### config.mk
export PLATFORM = sky130hd
export DESIGN_NAME = rxa_unit
export DESIGN_NICKNAME = d
export VERILOG_FILES = /design/src/rtl/rxa_pkg.sv /design/src/rtl/rxa_decode.sv /design/src/rtl/rxa_addsub.sv /design/src/rtl/rxa_rotate.sv /design/src/rtl/rxa_xfold.sv /design/src/rtl/rxa_unit.sv
export SDC_FILE = /design/constraint.sdc
export NUM_CORES = 1
export LEC_CHECK = 0
export BUFFER_PORTS_ARGS = -buffer_cell sky130_fd_sc_hd__buf_2
export CAP_MARGIN = 10
export CORE_ASPECT_RATIO = 1.5
export CORE_MARGIN = 3
export CORE_UTILIZATION = 59
export CTS_CLUSTER_DIAMETER = 50
export DETAILED_ROUTE_END_ITERATION = 8
export GPL_ROUTABILITY_DRIVEN = 0
export MAX_ROUTING_LAYER = met4
export PLACE_DENSITY = 0.95
export SYNTH_ARGS = -nofsm -noshare
export SYNTH_HDL_FRONTEND = slang
export SYNTH_SLANG_ARGS = --single-unit
### constraint.sdc
create_clock -name clk -period 2.1 [get_ports clk]
set_input_delay 0.105 -clock clk [delete_from_list [all_inputs] [get_ports clk]]
set_output_delay 0.105 -clock clk [all_outputs]
set_load 0.05 [all_outputs]
### src/rtl/rxa_pkg.sv
package rxa_pkg;
    localparam int unsigned OPC_W = 5;

    typedef enum logic [OPC_W-1:0] {
        OP_ADDI  = 5'b00001,
        OP_XORI  = 5'b00010,
        OP_RL    = 5'b00100,
        OP_RR    = 5'b00101,
        OP_ADD   = 5'b01001,
        OP_XOR   = 5'b01010,
        OP_ANDIX = 5'b10000,
        OP_ORIX  = 5'b10001,
        OP_ANDX  = 5'b11000,
        OP_ORX   = 5'b11001,
        OP_SLLX  = 5'b11100,
        OP_SRAX  = 5'b11110
    } rxa_op_e;

    typedef enum logic [2:0] {
        CL_BAD,
        CL_ARITH,
        CL_XOR,
        CL_ROT,
        CL_FOLD
    } rxa_class_e;

    typedef enum logic [1:0] {
        FN_AND,
        FN_OR,
        FN_SHL,
        FN_SRA
    } rxa_fold_e;

    typedef enum logic [1:0] {
        ST_IDLE,
        ST_COMMIT,
        ST_REJECT
    } rxa_state_e;

    typedef struct packed {
        rxa_class_e cls;
        logic       use_imm;
        logic       rd_a;
        logic       rd_b;
        logic       subtract;
        logic       rot_left;
        rxa_fold_e  fn;
    } rxa_dec_t;
endpackage

### src/rtl/rxa_decode.sv
module rxa_decode
    import rxa_pkg::*;
#(
    parameter int unsigned IDX_W = 3
) (
    input  logic [OPC_W-1:0] opcode,
    input  logic             reverse,
    input  logic [IDX_W-1:0] dst_idx,
    input  logic [IDX_W-1:0] a_idx,
    input  logic [IDX_W-1:0] b_idx,
    output rxa_dec_t         dec,
    output logic             illegal
);
    always_comb begin
        dec.cls      = CL_BAD;
        dec.use_imm  = 1'b0;
        dec.rd_a     = 1'b0;
        dec.rd_b     = 1'b0;
        dec.subtract = 1'b0;
        dec.rot_left = 1'b0;
        dec.fn       = FN_AND;
        case (opcode)
            OP_ADD: begin
                dec.cls      = CL_ARITH;
                dec.rd_b     = 1'b1;
                dec.subtract = reverse;
            end
            OP_ADDI: begin
                dec.cls      = CL_ARITH;
                dec.use_imm  = 1'b1;
                dec.subtract = reverse;
            end
            OP_XOR: begin
                dec.cls  = CL_XOR;
                dec.rd_b = 1'b1;
            end
            OP_XORI: begin
                dec.cls     = CL_XOR;
                dec.use_imm = 1'b1;
            end
            OP_RL: begin
                dec.cls      = CL_ROT;
                dec.rot_left = !reverse;
            end
            OP_RR: begin
                dec.cls      = CL_ROT;
                dec.rot_left = reverse;
            end
            OP_ANDX: begin
                dec.cls  = CL_FOLD;
                dec.rd_a = 1'b1;
                dec.rd_b = 1'b1;
                dec.fn   = FN_AND;
            end
            OP_ORX: begin
                dec.cls  = CL_FOLD;
                dec.rd_a = 1'b1;
                dec.rd_b = 1'b1;
                dec.fn   = FN_OR;
            end
            OP_ANDIX: begin
                dec.cls     = CL_FOLD;
                dec.rd_a    = 1'b1;
                dec.use_imm = 1'b1;
                dec.fn      = FN_AND;
            end
            OP_ORIX: begin
                dec.cls     = CL_FOLD;
                dec.rd_a    = 1'b1;
                dec.use_imm = 1'b1;
                dec.fn      = FN_OR;
            end
            OP_SLLX: begin
                dec.cls  = CL_FOLD;
                dec.rd_a = 1'b1;
                dec.fn   = FN_SHL;
            end
            OP_SRAX: begin
                dec.cls  = CL_FOLD;
                dec.rd_a = 1'b1;
                dec.fn   = FN_SRA;
            end
            default: ;
        endcase
        // an aliased source would erase the destination, so it is refused
        illegal = (dec.cls == CL_BAD)
                || (dec.rd_a && (a_idx == dst_idx))
                || (dec.rd_b && (b_idx == dst_idx));
    end
endmodule

### src/rtl/rxa_addsub.sv
module rxa_addsub #(
    parameter int unsigned W = 12
) (
    input  logic [W-1:0] base,
    input  logic [W-1:0] operand,
    input  logic         subtract,
    output logic [W-1:0] sum
);
    always_comb begin
        if (subtract) sum = base - operand;
        else          sum = base + operand;
    end
endmodule

### src/rtl/rxa_rotate.sv
module rxa_rotate #(
    parameter int unsigned W = 12
) (
    input  logic [W-1:0] val,
    input  logic         left,
    output logic [W-1:0] rot
);
    for (genvar i = 0; i < W; i++) begin : g_bit
        localparam int unsigned FROM_L = (i + W - 1) % W;
        localparam int unsigned FROM_R = (i + 1) % W;
        assign rot[i] = left ? val[FROM_L] : val[FROM_R];
    end
endmodule

### src/rtl/rxa_xfold.sv
module rxa_xfold
    import rxa_pkg::*;
#(
    parameter int unsigned W = 12
) (
    input  logic [W-1:0] dst,
    input  logic [W-1:0] src_a,
    input  logic [W-1:0] src_s,
    input  rxa_fold_e    fn,
    output logic [W-1:0] folded
);
    logic [W-1:0] term;

    always_comb begin
        unique case (fn)
            FN_AND:  term = src_a & src_s;
            FN_OR:   term = src_a | src_s;
            FN_SHL:  term = {src_a[W-2:0], 1'b0};
            FN_SRA:  term = {src_a[W-1], src_a[W-1:1]};
            default: term = '0;
        endcase
        folded = dst ^ term;
    end
endmodule

### src/rtl/rxa_unit.sv
module rxa_unit
    import rxa_pkg::*;
#(
    parameter int unsigned DATA_W = 12,
    parameter int unsigned IMM_W  = 9,
    parameter int unsigned IDX_W  = 3
) (
    input  logic              clk,
    input  logic              rst_n,
    input  logic              in_valid,
    input  logic              reverse,
    input  logic [OPC_W-1:0]  opcode,
    input  logic [IDX_W-1:0]  dst_idx,
    input  logic [IDX_W-1:0]  a_idx,
    input  logic [IDX_W-1:0]  b_idx,
    input  logic [DATA_W-1:0] dst_val,
    input  logic [DATA_W-1:0] a_val,
    input  logic [DATA_W-1:0] b_val,
    input  logic [IMM_W-1:0]  imm,
    output logic              wr_en,
    output logic [IDX_W-1:0]  wr_idx,
    output logic [DATA_W-1:0] wr_data,
    output logic              illegal
);
    localparam int unsigned EXT_W = DATA_W - IMM_W;

    rxa_dec_t    dec;
    logic        bad_op;
    logic [DATA_W-1:0] imm_ext, second, arith_out, rot_out, fold_out, nxt;
    rxa_state_e  state_q, state_d;
    logic [DATA_W-1:0] res_q;
    logic [IDX_W-1:0]  idx_q;

    assign imm_ext = {{EXT_W{imm[IMM_W-1]}}, imm};
    assign second  = dec.use_imm ? imm_ext : b_val;

    rxa_decode #(.IDX_W(IDX_W)) u_decode (
        .opcode (opcode),
        .reverse(reverse),
        .dst_idx(dst_idx),
        .a_idx  (a_idx),
        .b_idx  (b_idx),
        .dec    (dec),
        .illegal(bad_op)
    );

    rxa_addsub #(.W(DATA_W)) u_addsub (
        .base    (dst_val),
        .operand (second),
        .subtract(dec.subtract),
        .sum     (arith_out)
    );

    rxa_rotate #(.W(DATA_W)) u_rotate (
        .val (dst_val),
        .left(dec.rot_left),
        .rot (rot_out)
    );

    rxa_xfold #(.W(DATA_W)) u_xfold (
        .dst   (dst_val),
        .src_a (a_val),
        .src_s (second),
        .fn    (dec.fn),
        .folded(fold_out)
    );

    always_comb begin
        unique case (dec.cls)
            CL_ARITH: nxt = arith_out;
            CL_XOR:   nxt = dst_val ^ second;
            CL_ROT:   nxt = rot_out;
            CL_FOLD:  nxt = fold_out;
            default:  nxt = '0;
        endcase
    end

    // next-state: quiet / accept / refuse
    always_comb begin
        if (!in_valid)   state_d = ST_IDLE;
        else if (bad_op) state_d = ST_REJECT;
        else             state_d = ST_COMMIT;
    end

    always_ff @(posedge clk or negedge rst_n) begin
        if (!rst_n) state_q <= ST_IDLE;
        else        state_q <= state_d;
    end

    always_ff @(posedge clk or negedge rst_n) begin
        if (!rst_n) begin
            res_q <= '0;
            idx_q <= '0;
        end else if (in_valid) begin
            res_q <= bad_op ? '0 : nxt;
            idx_q <= dst_idx;
        end
    end

    always_comb begin
        wr_en   = 1'b0;
        illegal = 1'b0;
        wr_data = '0;
        wr_idx  = idx_q;
        unique case (state_q)
            ST_IDLE: ;
            ST_COMMIT: begin
                wr_en   = 1'b1;
                wr_data = res_q;
            end
            ST_REJECT: illegal = 1'b1;
            default: ;
        endcase
    end


    accept_resp_chk: assert property (@(posedge clk) disable iff (!rst_n)
        in_valid |=> (wr_en ^ illegal));


    idle_quiet_chk: assert property (@(posedge clk) disable iff (!rst_n)
        !in_valid |=> (!wr_en && !illegal));


    addi_inverse_chk: assert property (@(posedge clk) disable iff (!rst_n)
        (in_valid && opcode == OP_ADDI && !reverse) |=>
            ((wr_data - $past(imm_ext)) == $past(dst_val)));


    rl_rotate_chk: assert property (@(posedge clk) disable iff (!rst_n)
        (in_valid && opcode == OP_RL && !reverse) |=>
            ({wr_data[0], wr_data[DATA_W-1:1]} == $past(dst_val)));


    alias_reject_chk: assert property (@(posedge clk) disable iff (!rst_n)
        (in_valid && (opcode == OP_SLLX || opcode == OP_SRAX) && a_idx == dst_idx)
            |=> (illegal && !wr_en));


    idx_echo_chk: assert property (@(posedge clk) disable iff (!rst_n)
        in_valid |=> (wr_idx == $past(dst_idx)));
endmodule

==> results.tsv, run 1 <==
stage	metric	value	unit
yosys	Synth area leader	dfrtp_1	
yosys	Avg Cell Area, Syn	8.06	um2
yosys	net count after synthesis	443	
yosys	count of cell types in the netlist	76	
floorplan	Die Y	92.9	um
yosys	Mapped Cells	368	
floorplan	Starting Density	0.612	
clock_tree	CTS root buf	clkbuf_8	
yosys	number of synthesized flops with an enable pin	0	
run_status	outcome	aborted with a tool error	
grt	grt ovf	2	
grt	vias in the first global route	5147	
grt	first-pass GRT wire length	27.7	mm
yosys	top cells by area, synth	dfrtp_1 14%, mux2i_1 6.7%, xnor2_1 6.2%	
placement	Inst Count DP	599	
clock_tree	CTS HTree Levels	1	
run_status	Halt Stage	5_1_grt	
clock_tree	clock sink count	17	
yosys	ys async rst share	1.00	
clock_tree	CTS buffer count	3	
yosys	Ys Warns	0	
run_status	First Err	[ERROR GRT-0116] Global routing finished with congestion. Check the congestion regions in the DRC Viewer.	
grt	GRT Total Usage	0.624	
yosys	Seq/Total Area, Yosys	0.143	
yosys	top-area cell type share of the netlist area	0.143	
yosys	#FFs+latches synth	17	
grt	largest net degree at the start of global routing	19	
yosys	Synth Flop Type	dfrtp_1	
placement	dpl hpwl	10.5	mm
yosys	Mapped Area	2970	um2
clock_tree	Longest Clk Path Bufs	2	
floorplan	Rows	31	
placement	IO Port Bufs	79	
floorplan	IO Count	80	
floorplan	die width	63.9	um
==> synthesized netlist by cell type (all sizes together) (11+ instances only) <==
cell and n:
nor2 25, a21oi 23, o21ai 22, xnor2 21
mux2i 20, nand2 20, dfrtp 17, and2 14
buf 14, xor2 13, inv 12, ha 11
==> layer usage <==
metal | GRT usage | overflow
met1 | 0.579 | 0
met2 | 0.877 | 0
met3 | 0.317 | 0
met4 | 0.656 | 2
met5 | - | -
==> kinds of logic after synthesis <==
group	after synthesis	synth area share
xor gates and xnor gates	34	0.100
DFF	17	0.143
and+or+nand+nor	122	0.246
buffers and inverters	32	0.0548
muxes	24	0.0826
adders and majority gates	12	0.0531
AOI/OAI and AO/OA	127	0.320
==> timing repair <==
action	CTS
endpoints found under the setup margin	11
pin swaps	11
gates resized for setup	30
endpoints found under the hold margin	17
setup buffers	8
hold buffers	1
==> per-stage QoR <==
stage / instance area [um2] / utilization / setup WS, ns / TNS [ns]
CTS: 4410 / 0.910 / -0.844 / -7.07
detailed placement: 4160 / 0.857 / -1.36 / -11.90
global placement: 4160 / 0.857 / -1.14 / -10.38
floorplan: 3000 / - / -0.968 / -7.25
==> inputs of run 2 (changes only) <==
--- a/config.mk
+++ b/config.mk
@@ -7,14 +7,11 @@
 export LEC_CHECK = 0
 export BUFFER_PORTS_ARGS = -buffer_cell sky130_fd_sc_hd__buf_2
 export CAP_MARGIN = 10
-export CORE_ASPECT_RATIO = 1.5
 export CORE_MARGIN = 3
-export CORE_UTILIZATION = 59
-export CTS_CLUSTER_DIAMETER = 50
+export CORE_UTILIZATION = 40
 export DETAILED_ROUTE_END_ITERATION = 8
 export GPL_ROUTABILITY_DRIVEN = 0
-export MAX_ROUTING_LAYER = met4
-export PLACE_DENSITY = 0.95
+export PLACE_DENSITY_LB_ADDON = 0.15
 export SYNTH_ARGS = -nofsm -noshare
 export SYNTH_HDL_FRONTEND = slang
 export SYNTH_SLANG_ARGS = --single-unit
==> results.tsv, run 2 <==
stage	metric	value	unit
yosys	Synth Area in XOR/XNOR	0.100	
clock_tree	CTS buffer count	3	
floorplan	IO Count	80	
yosys	largest family of logic cells by synthesized area	compound AO/OA/AOI/OAI gates	
layout	most common cell after layout, fill and taps aside	buf_4	
layout	most frequent cells in the layout	117 x buf_4, 76 x buf_2, 20 x nand2_1, 20 x nor2_1	
flow_run	# Max-Cap Violations	0	
worst_setup_path	Critical Path Start	opcode[4]	
routing	post-DR vias/cell	5.99	
yosys	Synth area leader	dfrtp_1	
yosys	Post-synth top cells	25 x nor2_1, 23 x a21oi_1, 21 x xnor2_1, 20 x mux2i_1, 20 x nand2_1	
sta	skew final	0	ns
yosys	Mapped Cells	368	
floorplan	die width	92.1	um
yosys	number of synthesized flops with an enable pin	0	
clock_tree	later-pin clock latency in the skew report	0.25	ns
placement	Placed Area	4230	um2
sta	Max-slew headroom	0.612	
routing	Detail Route Antenna Nets	0	
routing	wire length on met2	5.80	mm
yosys	Seq/Total Area, Yosys	0.143	
layout	Layout Cell Area excl Fill	4650	um2
routing	metal3 WL	875	um
layout	Net count, final	629	
placement	dpl hpwl	9.20	mm
run_status	outcome	finished with violations	
yosys	ys async rst share	1.00	
routing	residual DRC count	0	
worst_setup_path	Worst R2R Path Depth	1	
yosys	Synth Area in Compound Gates	0.320	
sta	Hold WS	0.144	ns
sta	setup violators final	11	
yosys	Avg Cell Area, Syn	8.06	um2
sta	final hold violation count	0	
yosys	top-area cell type share of the netlist area	0.143	
yosys	net count after synthesis	443	
floorplan	Core Region	6980	um2
sta	period utilization	1.40	
clock_tree	clk slew on worst S/H paths	0.07	ns
layout	FILL cells	626	
routing	M1 WL	4.74	mm
yosys	most frequent cell after synthesis	nor2_1	
sta	RSZ-0062 raised after global routing	yes	
worst_setup_path	critical path launch point type	input pin	
worst_setup_path	Crit Path Max Fanout	5	
floorplan	Die Y	92.1	um
routing	DR vias	3886	
worst_setup_path	critical path class	in -> reg	
routing	1st-iter DRT viols	193	
grt	grt ovf	0	
clock_tree	clock tree from TritonCTS	built	
routing	Routed WL	11.8	mm
pwr	static leakage power	2.15	nW
grt	first-pass GRT wire length	18.4	mm
yosys	top cells by area, synth	dfrtp_1 14%, mux2i_1 6.7%, xnor2_1 6.2%	
yosys	mux share of post-synthesis cell area	0.0826	
worst_setup_path	Worst Path Required	2.24	ns
floorplan	Rows	30	
run_status	violated checks	setup timing	
worst_setup_path	r2r startpoint	res_q[10]$_DFFE_PN0P_	
yosys	Post-Synth Adder-Cell Area	0.0531	
grt	vias in the first global route	3861	
worst_hold_path	HP Start	dst_idx[2]	
placement	IO Port Bufs	79	
yosys	Mapped Area	2970	um2
layout	Biggest register	res_q	
routing	Highest Signal Layer	met4	
layout	Largest register FFs	12	
sta	setup ws final	-0.847	ns
worst_setup_path	slowest stage delay, CP	0.41	ns
worst_setup_path	CP Capture Type	flip-flop	
yosys	Ys Warns	0	
clock_tree	CTS HTree Levels	1	
layout	Antenna Cells	0	
yosys	#FFs+latches synth	17	
worst_hold_path	Hold Crit Class	in -> reg	
clock_tree	Longest Clk Path Bufs	2	
worst_setup_path	crit path DAT	3.08	ns
yosys	Synth Area in Simple Gates	0.246	
clock_tree	CTS root buf	clkbuf_8	
routing	Avg WL per Cell	18.2	um
routing	drt pass-1 iters	5	
worst_setup_path	worst path cell trace	buf_8 > o21ba_4 > o211ai_4 > buf_12 > mux2i_4 > xor2_1 > ha_1 > nor2b_1 > o21a_1 > a311o_1 > a31oi_2 > o21ai_1 > mux2i_1 > a221o_1	
floorplan	Starting Density	0.425	
sta	Final Max Slew Viols	0	
yosys	Synth Flop Type	dfrtp_1	
pwr	PD cells	371	nW/um2
sta	upper clock frequency limit	0.339	GHz
sta	Worst Tran Pin Value	0.581	ns
clock_tree	clock sink count	17	
yosys	count of cell types in the netlist	76	
pwr	Max VDD drop	282	uV
floorplan	die footprint	8490	um2
sta	Period minus WS final	2.95	ns
layout	share of post-route cells with drive strength above 1	0.476	
grt	GRT Total Usage	0.267	
layout	Synth-to-Final Area Change	56.6	%
grt	initial antenna violation count	0	
grt	largest net degree at the start of global routing	18	
worst_hold_path	Hold Path Cell Cnt	2	
worst_setup_path	CP max stage cell	a311o_1	
-- run 2: cell counts after synthesis --
Identical to the previous run, type by type.
-- run 2: layout make-up --
cell class	instances	area, um2	area share
sequential	17	425	0.0915
inverter	12	47.5	0.0102
timing repair buffer	201	1380	0.296
clock inverter	1	5.00	0.00108
multi-input combinational	319	2630	0.566
clock buffer	3	41.3	0.00888
tap	96	120	0.0258
-- run 2: worst max-delay path, delay by kind of cell --
kind                     cells  cell delay (ns)
AO/OA/AOI/OAI                7             1.75
adder cells (fa/ha/maj)      1             0.25
AND/OR/NAND/NOR              1             0.14
buffers and inverters        2             0.26
XOR/XNOR                     1             0.17
multiplexers                 2             0.39
-- run 2: metal layers --
metal,vias up,GRT usage
met5,-,0
met4,0,0.101
met3,37,0.0361
met2,199,0.467
met1,1858,0.330
li1,1792,-
-- run 2: report_power, final --
group / internal, W / leakage (nW) / switching, W
clock network: 0.000131 / 0.0255 / 0.000114
registers: 0.000354 / 0.224 / 0.0000139
logic: 0.000537 / 1.90 / 0.000573
-- run 2: metrics by stage --
stage	std cells	TNS [ns]	power (W)	worst slack (ns)	utilization
floorplan	368	-7.25	0.000898	-0.968	-
global placement	632	-10.22	0.00130	-1.17	0.606
detailed placement	632	-11.27	0.00132	-1.28	0.606
CTS	645	-6.08	0.00165	-0.814	0.647
global route	649	-8.42	0.00182	-0.999	0.666
finish	649	-7.05	0.00172	-0.847	0.666
-- run 2: cells by family after synthesis --
logic type,Yosys count
compound gates,127
xor+xnor,34
fa+ha+maj,12
buf+inv,32
flops,17
mux,24
simple gates,122
-- run 2: final timing paths --
path	slack (ns)	to
max in group asynchronous	1.51	wr_idx[0]$_DFFE_PN0P_
worst max-delay path	-0.85	res_q[10]$_DFFE_PN0P_
worst min register to register	0.49	res_q[6]$_DFFE_PN0P_
worst max register to register	1.25	res_q[10]$_DFFE_PN0P_
min in group asynchronous	0.31	res_q[4]$_DFFE_PN0P_
worst min-delay path	0.14	wr_idx[2]$_DFFE_PN0P_
-- run 2: repair_timing --
action                                  4_1_cts  5_1_grt
gates cloned                                  0        0
pin swaps                                    20       12
hold buffers                                  1        0
gates resized for setup                      34       20
endpoints found under the hold margin        17        0
endpoints found under the setup margin       11       11
setup buffers                                 8        5
Note: power is estimated with default switching activity, not from simulation.
